===== config.mk =====
export PLATFORM = sky130hd
export DESIGN_NAME = fault_supervisor
export DESIGN_NICKNAME = d
export VERILOG_FILES = /design/src/rtl/fsup_pkg.sv /design/src/rtl/fsup_latch_cell.sv /design/src/rtl/fsup_retry_timer.sv /design/src/rtl/fault_supervisor.sv
export SDC_FILE = /design/constraint.sdc
export NUM_CORES = 1
export LEC_CHECK = 0
export BUFFER_PORTS_ARGS = -buffer_cell sky130_fd_sc_hd__clkbuf_2
export CORE_MARGIN = 2
export CORE_UTILIZATION = 30
export DETAILED_ROUTE_END_ITERATION = 12
export HOLD_SLACK_MARGIN = 0.12
export PLACE_DENSITY = 0.61
export SLEW_MARGIN = 20
export SYNTH_ARGS = -nofsm -noshare
export SYNTH_HDL_FRONTEND = slang
export SYNTH_SLANG_ARGS = --single-unit

===== constraint.sdc =====
create_clock -name clk -period 2.7 [get_ports clk]
set_input_delay 0.81 -clock clk [delete_from_list [all_inputs] [get_ports clk]]
set_output_delay 0.81 -clock clk [all_outputs]
set_load 0.02 [all_outputs]

===== src/rtl/fsup_pkg.sv =====
package fsup_pkg;
  typedef enum logic [1:0] {
    OC_LATCH  = 2'b00,
    OC_RETRY  = 2'b01,
    OC_REPORT = 2'b10,
    OC_IGNORE = 2'b11
  } oc_mode_e;

  localparam int ST_UV    = 0;
  localparam int ST_CPUV  = 1;
  localparam int ST_OC    = 2;
  localparam int ST_OL    = 3;
  localparam int ST_ITRIP = 4;
  localparam int ST_TSD   = 5;
  localparam int ST_OTW   = 6;
  localparam int ST_SUM   = 7;
  localparam int ST_W     = 8;

  localparam int LAT_OC  = 0;
  localparam int LAT_OL  = 1;
  localparam int LAT_TSD = 2;
  localparam int N_LAT   = 3;
endpackage


===== src/rtl/fsup_latch_cell.sv =====
module fsup_latch_cell (
  input  logic clk,
  input  logic rst_n,
  input  logic kill,
  input  logic arm,
  input  logic flag,
  input  logic clr,
  output logic q
);
  always_ff @(posedge clk or negedge rst_n) begin
    if (!rst_n)           q <= 1'b0;
    else if (kill)        q <= 1'b0;
    else if (arm)         q <= 1'b1;
    else if (clr && !flag) q <= 1'b0;
  end
endmodule


===== src/rtl/fsup_retry_timer.sv =====
module fsup_retry_timer #(
  parameter int CYCLES = 4096
) (
  input  logic clk,
  input  logic rst_n,
  input  logic kill,
  input  logic start,
  input  logic flag,
  output logic busy
);
  localparam int CW = (CYCLES > 2) ? $clog2(CYCLES) : 1;
  localparam logic [CW-1:0] LAST = CW'(CYCLES - 1);

  logic [CW-1:0] cnt;

  always_ff @(posedge clk or negedge rst_n) begin
    if (!rst_n) begin
      busy <= 1'b0;
      cnt  <= '0;
    end else if (kill) begin
      busy <= 1'b0;
      cnt  <= '0;
    end else if (!busy) begin
      busy <= start;
      cnt  <= '0;
    end else if (cnt == LAST) begin
      busy <= flag;
      cnt  <= '0;
    end else begin
      cnt <= cnt + 1'b1;
    end
  end
endmodule


===== src/rtl/fault_supervisor.sv =====
module fault_supervisor
  import fsup_pkg::*;
#(
  parameter int RETRY_CYCLES = 4096
) (
  input  logic            clk,
  input  logic            rst_n,
  input  logic            uv_flag,
  input  logic            cpuv_flag,
  input  logic            oc_flag,
  input  logic            ol_flag,
  input  logic            itrip_flag,
  input  logic            tsd_flag,
  input  logic            otw_flag,
  input  logic            cpuv_disable,
  input  logic [1:0]      oc_mode,
  input  logic            ol_passive_en,
  input  logic            ol_active_en,
  input  logic            itrip_report,
  input  logic            tsd_auto,
  input  logic            otw_report,
  input  logic            clear_fault,
  input  logic            sleep_n,
  output logic            fault_n,
  output logic            bridge_hiz,
  output logic            logic_reset,
  output logic [ST_W-1:0] status
);
  oc_mode_e mode;
  assign mode = oc_mode_e'(oc_mode);

  logic kill;
  assign kill = uv_flag || !sleep_n;

  // live (auto-recovering) conditions
  logic uv_q, cpuv_q, oc_rep_q, itrip_q, tsd_live_q, otw_q;
  always_ff @(posedge clk or negedge rst_n) begin
    if (!rst_n) begin
      uv_q       <= 1'b0;
      cpuv_q     <= 1'b0;
      oc_rep_q   <= 1'b0;
      itrip_q    <= 1'b0;
      tsd_live_q <= 1'b0;
      otw_q      <= 1'b0;
    end else begin
      uv_q       <= uv_flag;
      cpuv_q     <= cpuv_flag && !cpuv_disable;
      oc_rep_q   <= oc_flag && (mode == OC_REPORT);
      itrip_q    <= itrip_flag;
      tsd_live_q <= tsd_flag && tsd_auto;
      otw_q      <= otw_flag;
    end
  end

  // latched conditions
  logic [N_LAT-1:0] arm_v, flag_v, lat_q;
  always_comb begin
    arm_v          = '0;
    flag_v         = '0;
    arm_v[LAT_OC]  = oc_flag && (mode == OC_LATCH);
    flag_v[LAT_OC] = oc_flag;
    arm_v[LAT_OL]  = ol_flag && (ol_passive_en || ol_active_en);
    flag_v[LAT_OL] = ol_flag;
    arm_v[LAT_TSD] = tsd_flag && !tsd_auto;
    flag_v[LAT_TSD] = tsd_flag;
  end

  genvar gi;
  generate
    for (gi = 0; gi < N_LAT; gi++) begin : g_lat
      fsup_latch_cell u_cell (
        .clk  (clk),
        .rst_n(rst_n),
        .kill (kill),
        .arm  (arm_v[gi]),
        .flag (flag_v[gi]),
        .clr  (clear_fault),
        .q    (lat_q[gi])
      );
    end
  endgenerate

  logic retry_busy;
  fsup_retry_timer #(.CYCLES(RETRY_CYCLES)) u_retry (
    .clk  (clk),
    .rst_n(rst_n),
    .kill (kill),
    .start(oc_flag && (mode == OC_RETRY)),
    .flag (oc_flag),
    .busy (retry_busy)
  );

  logic oc_any, tsd_any, fault_any;
  assign oc_any  = lat_q[LAT_OC] || retry_busy || oc_rep_q;
  assign tsd_any = lat_q[LAT_TSD] || tsd_live_q;

  assign fault_any = uv_q || cpuv_q || oc_any || lat_q[LAT_OL] ||
                     (itrip_q && itrip_report) || tsd_any ||
                     (otw_q && otw_report);

  assign fault_n     = !fault_any;
  assign bridge_hiz  = uv_q || cpuv_q || lat_q[LAT_OC] || retry_busy || tsd_any;
  assign logic_reset = uv_q;

  always_comb begin
    status           = '0;
    status[ST_UV]    = uv_q;
    status[ST_CPUV]  = cpuv_q;
    status[ST_OC]    = oc_any;
    status[ST_OL]    = lat_q[LAT_OL];
    status[ST_ITRIP] = itrip_q;
    status[ST_TSD]   = tsd_any;
    status[ST_OTW]   = otw_q;
    status[ST_SUM]   = fault_any;
  end
endmodule


* After elaboration in Yosys (flattened, before gate mapping) *
Index checks and enable logic that the tools add are counted.
Widths: inputs -> output; s select.

storage, ports and cells
  flip-flop bits (word level) = 22
  logic and storage cells = 67

cells by class
  reduce and logical (&&, ||, !) cells = 37
  add/sub/neg operators = 1
  muxes and demuxes = 15
  eq/ne operators = 3

operators with widths
  operator               count
  $mux 12                3
  $logic_or 1x1->1       14
  $add 12x1->12 const B  1
  $eq 12x12->1 const B   1
  $logic_and 1x1->1      12
  $mux 1                 12
  $reduce_bool 3->1      3
  $logic_not 1->1        7
  $eq 2x1->1 const B     1
  $eq 2x2->1 const B     1
  $logic_not 2->1        1

* Depth between registers and ports, before layout *
  word-level depth = 8
  gate-level depth with buffers = 4
  mapped depth without buffers = 4

* Cells and area by module *
Synthesis repeated with hierarchy kept, for this count alone.

unflattened totals
  cells, all modules = 108
  area, all modules = 1161.1 µm²

by module, submodules not included
  module            instances  cells an instance  area each (µm²)
  fsup_retry_timer  1          66                 693.2
  fault_supervisor  1          30                 314.1
  fsup_latch_cell   3          4                  51.3

* Worst setup path before layout *
OpenSTA, ideal clock, no wires.

  path type = input -> output
  start point = in itrip_report
  end point = out fault_n
  stages on the path = 2
  slack = 0.253 ns
  path buffers = 0
  arrival = 1.637 ns
  required time = 1.890 ns
  cell sequence = a22o_1 > nor4_1

on the way
  cells in the longest elaborated chain, start to end = 5

RTL lines
  element                         line                     text
  start: declaration              fault_supervisor.sv:19   input logic itrip_report,
  $logic_and 1x1->1               fault_supervisor.sv:98   (itrip_q && itrip_report) || tsd_any ||
  $logic_or 1x1->1                fault_supervisor.sv:97   assign fault_any = uv_q || cpuv_q || oc_any || lat_q[LAT_OL] ||
  $logic_or 1x1->1 (2 in series)  fault_supervisor.sv:98
  $logic_not 1->1                 fault_supervisor.sv:101  assign fault_n = !fault_any;
  end: declaration                fault_supervisor.sv:24   output logic fault_n,

Every way passes these cells.

* Final worst setup path *
  start point = reg tsd_live_q
  end point = out status[7]

on the way
  cells in the longest elaborated chain, start to end = 3

RTL lines
  element                         line                    text
  start: declaration              fault_supervisor.sv:36  logic uv_q, cpuv_q, oc_rep_q, itrip_q, tsd_live_q, otw_q;
  start signal: assignment        fault_supervisor.sv:50  tsd_live_q <= tsd_flag && tsd_auto;
  $logic_or 1x1->1                fault_supervisor.sv:95  assign tsd_any = lat_q[LAT_TSD] || tsd_live_q;
  $logic_or 1x1->1 (2 in series)  fault_supervisor.sv:98
  end: declaration                fault_supervisor.sv:27  output logic [ST_W-1:0] status

Every way passes these cells.

==> results.yml <==
floorplanning:
  ios: 30
  dieArea_um2: 4030
  row_count: 21
  die_y_um: 63.5
  core_region_area_um2: 3360
  start_util_pct: 31.6
  die_width_um: 63.5
yosys:
  syn_inst: 102
  ys_warn_count: 0
  synth_top_flop_cell: "dfrtp_1"
  netlist_area_um2: 1060
  syn_nets: 122
  ys_ff_latch: 22
  synth-edff-count: 0
  ys_seq_area_share_pct: 51.8
  synth_cell_types: 28
  avgSynthCellArea_um2: 10.4
  async_flop_share_pct: 100
clock_tree:
  clock_latency_ps: 310
  path_clk_slew_ps: 130
  cts_tree: "done"
  hold_buffers: 0
  cts.path.max_buffers: 2
  cts-root-buf: "clkbuf_4"
  cts_made_buffers: 3
  htreeDepth: 1
  cts.sinks: 22
sta:
  tightest_slew_ps: 563
  setup_viol: 0
  slew_viol_final: 0
  fin_setup_tns_ps: 0
  slew_headroom_pct: 62.3
  finClkSkew_ps: 6.22
  hold_viol_final: 0
  max_freq_ghz: 0.383
  fin_crit_sh_pct: 96.7
  period_minus_slack_ps: 2610
  hold_slack_ps: 456
cells_and_area:
  antenna_cells: 0
  drive_above_1_share_pct: 32.0
  final_util_pct: 37.7
  n_fill_cell: 372
  design_area_um2: 1270
  area.growth.synth_to_final_pct: 19.4
  stdcell_count: 174
  fin_nets: 149
drt:
  drt_iter0_markers: 14
  routed_wirelength_um: 2200
  drc: 0
  wire_per_inst_um: 12.7
  drtPass1Iterations: 4
  routed_via_density: 4.76
  antenna_left: 0
  dr_total_vias: 829
flow_run:
  drv_cap: 0
worst_setup_path:
  critPathArrivalTime_ps: 1800
  worstSetupPathType: "flip-flop to output pin"
  critPathRequiredTime_ps: 1890
  start_kind: "flip-flop"
  end_kind: "output pin"
  critPathMaxFanout: 3
  r2r_slack_ps: 850
global_routing:
  antenna_found_initial: 0
  grt_pass1_wl_um: 3450
  grtUsageTotal_pct: 11.0
  grt_max_degree: 23
  grt_pass1_vias: 782
  grt.overflow.total: 0
placement:
  dp_hpwl_um: 1680
  placed_area_um2: 1190
  placed_cells: 168
  numPortBuffers: 29
  place.gp.congestion: 0.812
power:
  power.leakage_nw: 0.553
  irDropWorstVdd_v: 0.000225
  p_per_area_nw_per_um2: 516
hold_path:
  hold_class: "primary input to asynchronous set/reset pin"
outcome:
  status: "finished clean"
==> registers in the layout (all words and copies together), names as in the netlist <==
signal,cells
cpuv_q,1
g_lat.u_cell.q,3
itrip_q,1
logic_reset,1
oc_rep_q,1
otw_q,1
tsd_live_q,1
u_retry.busy,1
u_retry.cnt,12
==> critical path, stage by stage, from the launching register on <==
cell and delay (ps):
dfrtp_1 380, or2_2 300, nand2b_1 170, or4_1 460
buf_2 170
==> final cells by class <==
| type | instances | area (um^2) | area share (%) |
|---|---|---|---|
| multi-input combinational | 65 | 424 | 33.4 |
| clock buffer | 3 | 22.5 | 1.78 |
| inverter | 6 | 22.5 | 1.78 |
| clock inverter | 1 | 30.0 | 2.37 |
| timing repair buffer | 31 | 160 | 12.6 |
| sequential | 22 | 552 | 43.5 |
| tap | 46 | 57.6 | 4.54 |
==> per-stage QoR <==
step	worst slack [ps]	total power [W]
2_1_floorplan	253	0.000382
3_3_place_gp	236	0.000406
3_5_place_dp	220	0.000407
5_1_grt	-9.68	0.000681
6_report	90.2	0.000655
4_1_cts	68.5	0.000659
==> report_power, final <==
group	switching, W	internal, W	total (W)
logic	0.0000359	0.0000261	0.0000620
registers	0.00000450	0.000336	0.000340
clock network	0.000103	0.000150	0.000253
total	0.000143	0.000512	0.000655
==> cells in the final DEF (no fill, tap or decap), types with 2 or more instances in the layout <==
master	count
nor2b_1	2
and2_1	2
a21oi_1	11
nor2_1	4
or4_1	5
or3_1	3
clkbuf_4	3
inv_1	6
nand2_1	4
nand3_1	3
o31ai_1	4
xnor2_1	2
clkbuf_2	28
nand2b_1	3
nand4_1	2
buf_4	2
dfrtp_1	21
o21ai_0	8
==> metal layers <==
layer / track usage, % / routed length [um] / vias to the layer above
li1: - / - / 412
met1: 13.3 / 938 / 401
met2: 18.8 / 1180 / 12
met3: 2.14 / 46 / 4
met4: 4.89 / 34 / 0
met5: 0 / 0 / -
==> final timing paths <==
check | startpoint | end | depth (start not counted)
max | tsd_live_q$_DFF_PN0_ | status[7] | 4
max reg2reg | u_retry.cnt[0]$_DFF_PN0_ | u_retry.busy$_DFF_PN0_ | 4
min reg2reg | u_retry.cnt[0]$_DFF_PN0_ | u_retry.cnt[0]$_DFF_PN0_ | 1
max in group asynchronous | rst_n | u_retry.busy$_DFF_PN0_ | 1
min in group clk | u_retry.cnt[0]$_DFF_PN0_ | u_retry.cnt[0]$_DFF_PN0_ | 1
min | rst_n | u_retry.cnt[1]$_DFF_PN0_ | 1
==> cell families after synthesis <==
| logic type | count (synthesis) | synth area share, % |
|---|---|---|
| and+or+nand+nor | 36 | 20.5 |
| DFF | 22 | 51.8 |
| xor gates and xnor gates | 3 | 2.47 |
| buffers and inverters | 15 | 8.83 |
| adders and majority gates | 1 | 1.18 |
| AOI/OAI and AO/OA | 25 | 15.2 |
==> what timing repair did <==
| action | CTS | global route |
|---|---|---|
| gates resized for setup | 0 | 3 |
| setup buffers | 0 | 2 |
| endpoints found under the setup margin | 0 | 1 |
==> cells in the mapped netlist, types with 2 or more instances <==
| cell type | instances | share of area, % |
|---|---|---|
| inv_1 | 6 | 2.1 |
| and2_1 | 2 | 1.2 |
| o21ai_0 | 8 | 3.8 |
| nor2b_1 | 2 | 1.2 |
| nand4_1 | 2 | 1.2 |
| nand2_1 | 4 | 1.4 |
| nor2_1 | 4 | 1.4 |
| or3_1 | 3 | 1.8 |
| nand2b_1 | 3 | 1.8 |
| or4_1 | 5 | 3.5 |
| nor4_1 | 2 | 1.2 |
| a21oi_1 | 11 | 5.2 |
| nand3_1 | 3 | 1.4 |
| buf_4 | 8 | 5.7 |
| dfrtp_1 | 22 | 52 |
| xnor2_1 | 2 | 1.6 |
| o31ai_1 | 4 | 2.8 |
(Power assumes the default switching activity.)
